## src/rtl/keypad_enc_pkg.sv

```systemverilog
package keypad_enc_pkg;
    localparam int unsigned DIGITS = 10;
    localparam int unsigned BCD_W  = $clog2(DIGITS);
    typedef logic [BCD_W-1:0] bcd_t;
endpackage

```

## src/rtl/dec_prio_enc.sv

```systemverilog
module dec_prio_enc #(
    parameter int unsigned DIGITS = 10,
    localparam int unsigned W     = $clog2(DIGITS)
) (
    input  logic [DIGITS-1:1] digit_n,
    output logic [W-1:0]      code_n
);
    logic [W-1:0] code;

    // ascending scan: a later (higher) active digit overrides
    always_comb begin
        code = '0;
        for (int i = 1; i < int'(DIGITS); i++) begin
            if (!digit_n[i]) code = W'(i);
        end
        code_n = ~code;
    end
endmodule

```

## src/rtl/key_any_detect.sv

```systemverilog
module key_any_detect #(
    parameter int unsigned DIGITS = 10
) (
    input  logic [DIGITS-1:0] keys_n,
    output logic              pressed
);
    logic [DIGITS-1:0] act;

    genvar g;
    generate
        for (g = 0; g < int'(DIGITS); g++) begin : g_pol
            assign act[g] = ~keys_n[g];
        end
    endgenerate

    assign pressed = |act;
endmodule

```

## src/rtl/key_stab_ctrl.sv

```systemverilog
module key_stab_ctrl #(
    parameter int unsigned STABLE_CYCLES = 4,
    parameter int unsigned CODE_W        = 4,
    localparam int unsigned CNT_W        = $clog2(STABLE_CYCLES + 1)
) (
    input  logic              clk,
    input  logic              rst_n,
    input  logic [CODE_W-1:0] code_in,
    input  logic              down_in,
    output logic              strobe,
    output logic [CODE_W-1:0] key_code
);
    typedef struct packed {
        logic [CODE_W-1:0] code_s;
        logic              down_s;
        logic [CODE_W-1:0] held;
        logic              held_down;
        logic [CNT_W-1:0]  cnt;
        logic              armed;
        logic              valid;
        logic [CODE_W-1:0] key_code;
    } state_t;

    localparam logic [CNT_W-1:0] CNT_MAX = CNT_W'(STABLE_CYCLES);

    state_t st_d, st_q;

    always_comb begin
        st_d           = st_q;
        st_d.code_s    = code_in;
        st_d.down_s    = down_in;
        st_d.held      = st_q.code_s;
        st_d.held_down = st_q.down_s;
        st_d.valid     = 1'b0;

        if (!st_q.down_s) begin
            st_d.cnt   = '0;
            st_d.armed = 1'b1;
        end else if (!st_q.held_down || st_q.code_s != st_q.held) begin
            st_d.cnt = CNT_W'(1);
        end else if (st_q.cnt != CNT_MAX) begin
            st_d.cnt = st_q.cnt + 1'b1;
        end

        if (st_q.down_s && st_q.armed && st_d.cnt == CNT_MAX) begin
            st_d.valid    = 1'b1;
            st_d.armed    = 1'b0;
            st_d.key_code = st_q.code_s;
        end
    end

    always_ff @(posedge clk or negedge rst_n) begin
        if (!rst_n) begin
            st_q       <= '0;
            st_q.armed <= 1'b1;
        end else begin
            st_q <= st_d;
        end
    end

    assign strobe   = st_q.valid;
    assign key_code = st_q.key_code;
endmodule

```

## src/rtl/keypad_encoder.sv

```systemverilog
module keypad_encoder
    import keypad_enc_pkg::*;
#(
    parameter int unsigned STABLE_CYCLES = 4
) (
    input  logic              clk,
    input  logic              rst_n,
    input  logic [DIGITS-1:0] key_n,
    output logic [BCD_W-1:0]  code_n,
    output logic              key_down,
    output logic              strobe,
    output logic [BCD_W-1:0]  key_code
);
    bcd_t code_true;

    dec_prio_enc #(.DIGITS(DIGITS)) i_enc (
        .digit_n (key_n[DIGITS-1:1]),
        .code_n  (code_n)
    );

    key_any_detect #(.DIGITS(DIGITS)) i_any (
        .keys_n  (key_n),
        .pressed (key_down)
    );

    assign code_true = ~code_n;

    key_stab_ctrl #(.STABLE_CYCLES(STABLE_CYCLES), .CODE_W(BCD_W)) i_stab (
        .clk      (clk),
        .rst_n    (rst_n),
        .code_in  (code_true),
        .down_in  (key_down),
        .strobe   (strobe),
        .key_code (key_code)
    );
endmodule

```

## config.mk

```make
export PLATFORM = sky130hd
export DESIGN_NAME = keypad_encoder
export DESIGN_NICKNAME = d
export VERILOG_FILES = /design/src/rtl/keypad_enc_pkg.sv /design/src/rtl/dec_prio_enc.sv /design/src/rtl/key_any_detect.sv /design/src/rtl/key_stab_ctrl.sv /design/src/rtl/keypad_encoder.sv
export SDC_FILE = /design/constraint.sdc
export NUM_CORES = 1
export LEC_CHECK = 0
export BUFFER_PORTS_ARGS = -buffer_cell sky130_fd_sc_hd__buf_4
export CORE_UTILIZATION = 40
export DETAILED_ROUTE_END_ITERATION = 8
export HOLD_SLACK_MARGIN = 0.06
export MAX_ROUTING_LAYER = met4
export PLACE_DENSITY = 0.72
export SLEW_MARGIN = 20
export SYNTH_ARGS = -nofsm -noshare
export SYNTH_HDL_FRONTEND = slang
export SYNTH_SLANG_ARGS = --single-unit
export TNS_END_PERCENT = 1
```

## constraint.sdc

```tcl
create_clock -name clk -period 2.7 [get_ports clk]
set_clock_uncertainty 0.1 [all_clocks]
set_input_delay 0.135 -clock clk [delete_from_list [all_inputs] [get_ports clk]]
set_output_delay 0.135 -clock clk [all_outputs]
set_load 0.02 [all_outputs]
```

==> results.yml <==
outcome:
  status: "finished clean"
clocking:
  path_clk_slew_ps: 100
  clockRootBuffer: "clkbuf_4"
  cts_resized: 0
  cts_made_buffers: 3
  cts_hold_buf: 8
  clk_latency_ps: 290
  cts_buffer_depth: 2
  clkSinkCount: 19
  h-tree-depth: 1
  cts_tree: "yes"
  post_cts_buffers: 0
global_routing:
  antenna_found_initial: 0
  grt_pass1_wl_mm: 2.46
  grt_overflow: 0
  grt_pass1_vias: 626
  grt_use_total: 0.165
  grt_start_max_net_pins: 20
timing:
  setup_slack_ps: 807
  rsz0062_at_grt: "false"
  min_period_ps: 1890
  fmax_mhz: 528
  finalCritPeriodShare: 0.701
  setup_tns_ps: 0
  hold_slack_ps: 115
  tightest_slew_ps: 394
  report.final.setup_viol: 0
  slew_headroom: 0.735
  slew_violations: 0
  finalHoldViolCount: 0
synthesis:
  synth_commonest_cells: "dfrtp_1 (18), inv_1 (8), nand2_1 (7)"
  yosys.area.top_type: "dfrtp_1"
  syn_nets: 87
  ys_ff_latch: 19
  synth_area_leaders: "dfrtp_1 (53%), mux2_2 (5.3%), buf_4 (3.5%)"
  synth_ff_type: "dfrtp_1"
  synth_edf_count: 0
  netlist_instances: 73
  yosysUniqueCellTypes: 25
  synth.most_common_cell: "dfrtp_1"
  synth_top_area_share: 0.528
  ys_seq_area_frac: 0.559
  async_reset_ff_frac: 1.00
  yosys_warnings: 0
  synth_area_um2: 853
  synth_area_per_cell_um2: 11.7
pwr:
  switching_share: 0.252
  p_leak_uw: 0.000563
  power_switching_uw: 134
  combPwrFrac: 0.165
  p_clk_frac: 0.260
  powerDensity_mw_per_mm2: 475
  p_seq_frac: 0.575
  ir_drop_mv: 0.248
  internal_power_uw: 398
hold_path:
  min_from: "key_n[4]"
  hp-class: "in -> reg"
die:
  core_area_mm2: 0.00198
  boundaryPins: 22
  die_area_mm2: 0.00232
  die_w_um: 48.2
  rows: 16
  dieHeight_um: 48.2
  start_util: 0.431
final_layout:
  n_antenna_cell: 0
  syn2layout_area_growth_pct: 31.4
  fin_nets: 117
  final_core_util: 0.566
  drive_gt1_frac: 0.333
  layout.cells.non_filler: 129
worst_setup_path:
  end_kind: "output port"
  timing_worst_setup_path_type: "in -> out"
  start_kind: "primary input"
  arrival_ps: 1660
  critPathLaunch: "key_n[6]"
  critPathRequiredTime_ps: 2470
  timing.rr.start: "i_stab.st_q[6]"
  cp_max_fo: 3
route:
  wl_per_cell_um: 11.7
  drt_iter0_drc: 1
  avgViaCountPerCell: 4.68
  vias: 604
  drt_wl_total_mm: 1.51
  drc_errors: 0
  postRouteAntennaNets: 0
  first_pass_iters: 2
placed_design:
  place_congestion: 0.668
  numPlacedInstances: 117
  port_buffers: 21
  dp_slack_ps: 850
  dp_hpwl_mm: 1.08
flow_run:
  cap_viol_max_count: 0
-- final cells by class --
cell class                 instances  area, µm²
fill                             170        861
sequential                        19        477
multi-input combinational         42        317
timing repair buffer              29        238
tap                               27       33.8
inverter                           8       30.0
clock buffer                       4       26.3
-- layer usage --
metal / global-route usage / vias to the layer above / wire [µm]
met5: - / - / 0
met4: 0.100 / 0 / 27
met3: 0.0222 / 2 / 48
met2: 0.285 / 19 / 782
met1: 0.177 / 285 / 654
li1: - / 298 / -
-- worst max-delay path, cell delays in order --
cell	delay (ps)
dlygate4sd3_1	530
buf_4	140
nand3_1	50
dlygate4sd3_1	550
nand2_1	80
buf_4	160
-- kinds of logic after synthesis --
group                      Yosys count  synth area share
adders and majority gates            2            0.0293
buffers and inverters               12            0.0704
DFF                                 19             0.559
muxes                                4            0.0528
AOI/OAI and AO/OA                    8            0.0601
xor gates and xnor gates             5            0.0513
and+or+nand+nor                     23             0.177
-- path summary, 6_finish.rpt --
kind / slack, ps / end / depth (start not counted)
max: 810 / code_n[1] / 6
min: 120 / i_stab.st_d[12] / 4
max reg2reg: 820 / i_stab.key_code[0] / 6
min reg2reg: 330 / i_stab.st_q[10] / 0
max in group asynchronous: 2110 / i_stab.st_q[5] / 2
min in group asynchronous: 130 / i_stab.strobe / 2
-- metrics by stage --
stage,power [µW],instance area [µm²]
2_1_floorplan,355,853
3_3_place_gp,387,1010
3_5_place_dp,390,1010
4_1_cts,538,1120
5_1_grt,565,1120
6_report,532,1120
-- registers in the layout, indices dropped and copies added, names as in the netlist --
name / cells
i_stab.st_q: 9
i_stab.st_d: 5
i_stab.key_code: 4
i_stab.strobe: 1
-- power by group through the flow --
stage	combinational (µW)	clock, µW	sequential [µW]
final	88.0	138	306
after CTS	88.3	144	306
after floorplan	45.6	0	310
after detailed placement	77.9	0	312
after global placement	76.1	0	311
after global routing	97.8	159	308
-- cell usage in the layout (no fill, tap or decap), types with 2 or more instances in the layout --
cell type and instances:
nor2b_1 2, xnor2_1 2, nand2_1 7, clkbuf_4 3, xor2_1 3, ha_1 2
o21ai_0 5, dlygate4sd3_1 8, inv_1 8, a21boi_0 2, mux2_2 4, buf_4 21
dfrtp_1 18, nand3_1 3
(Power assumes the default switching activity.)
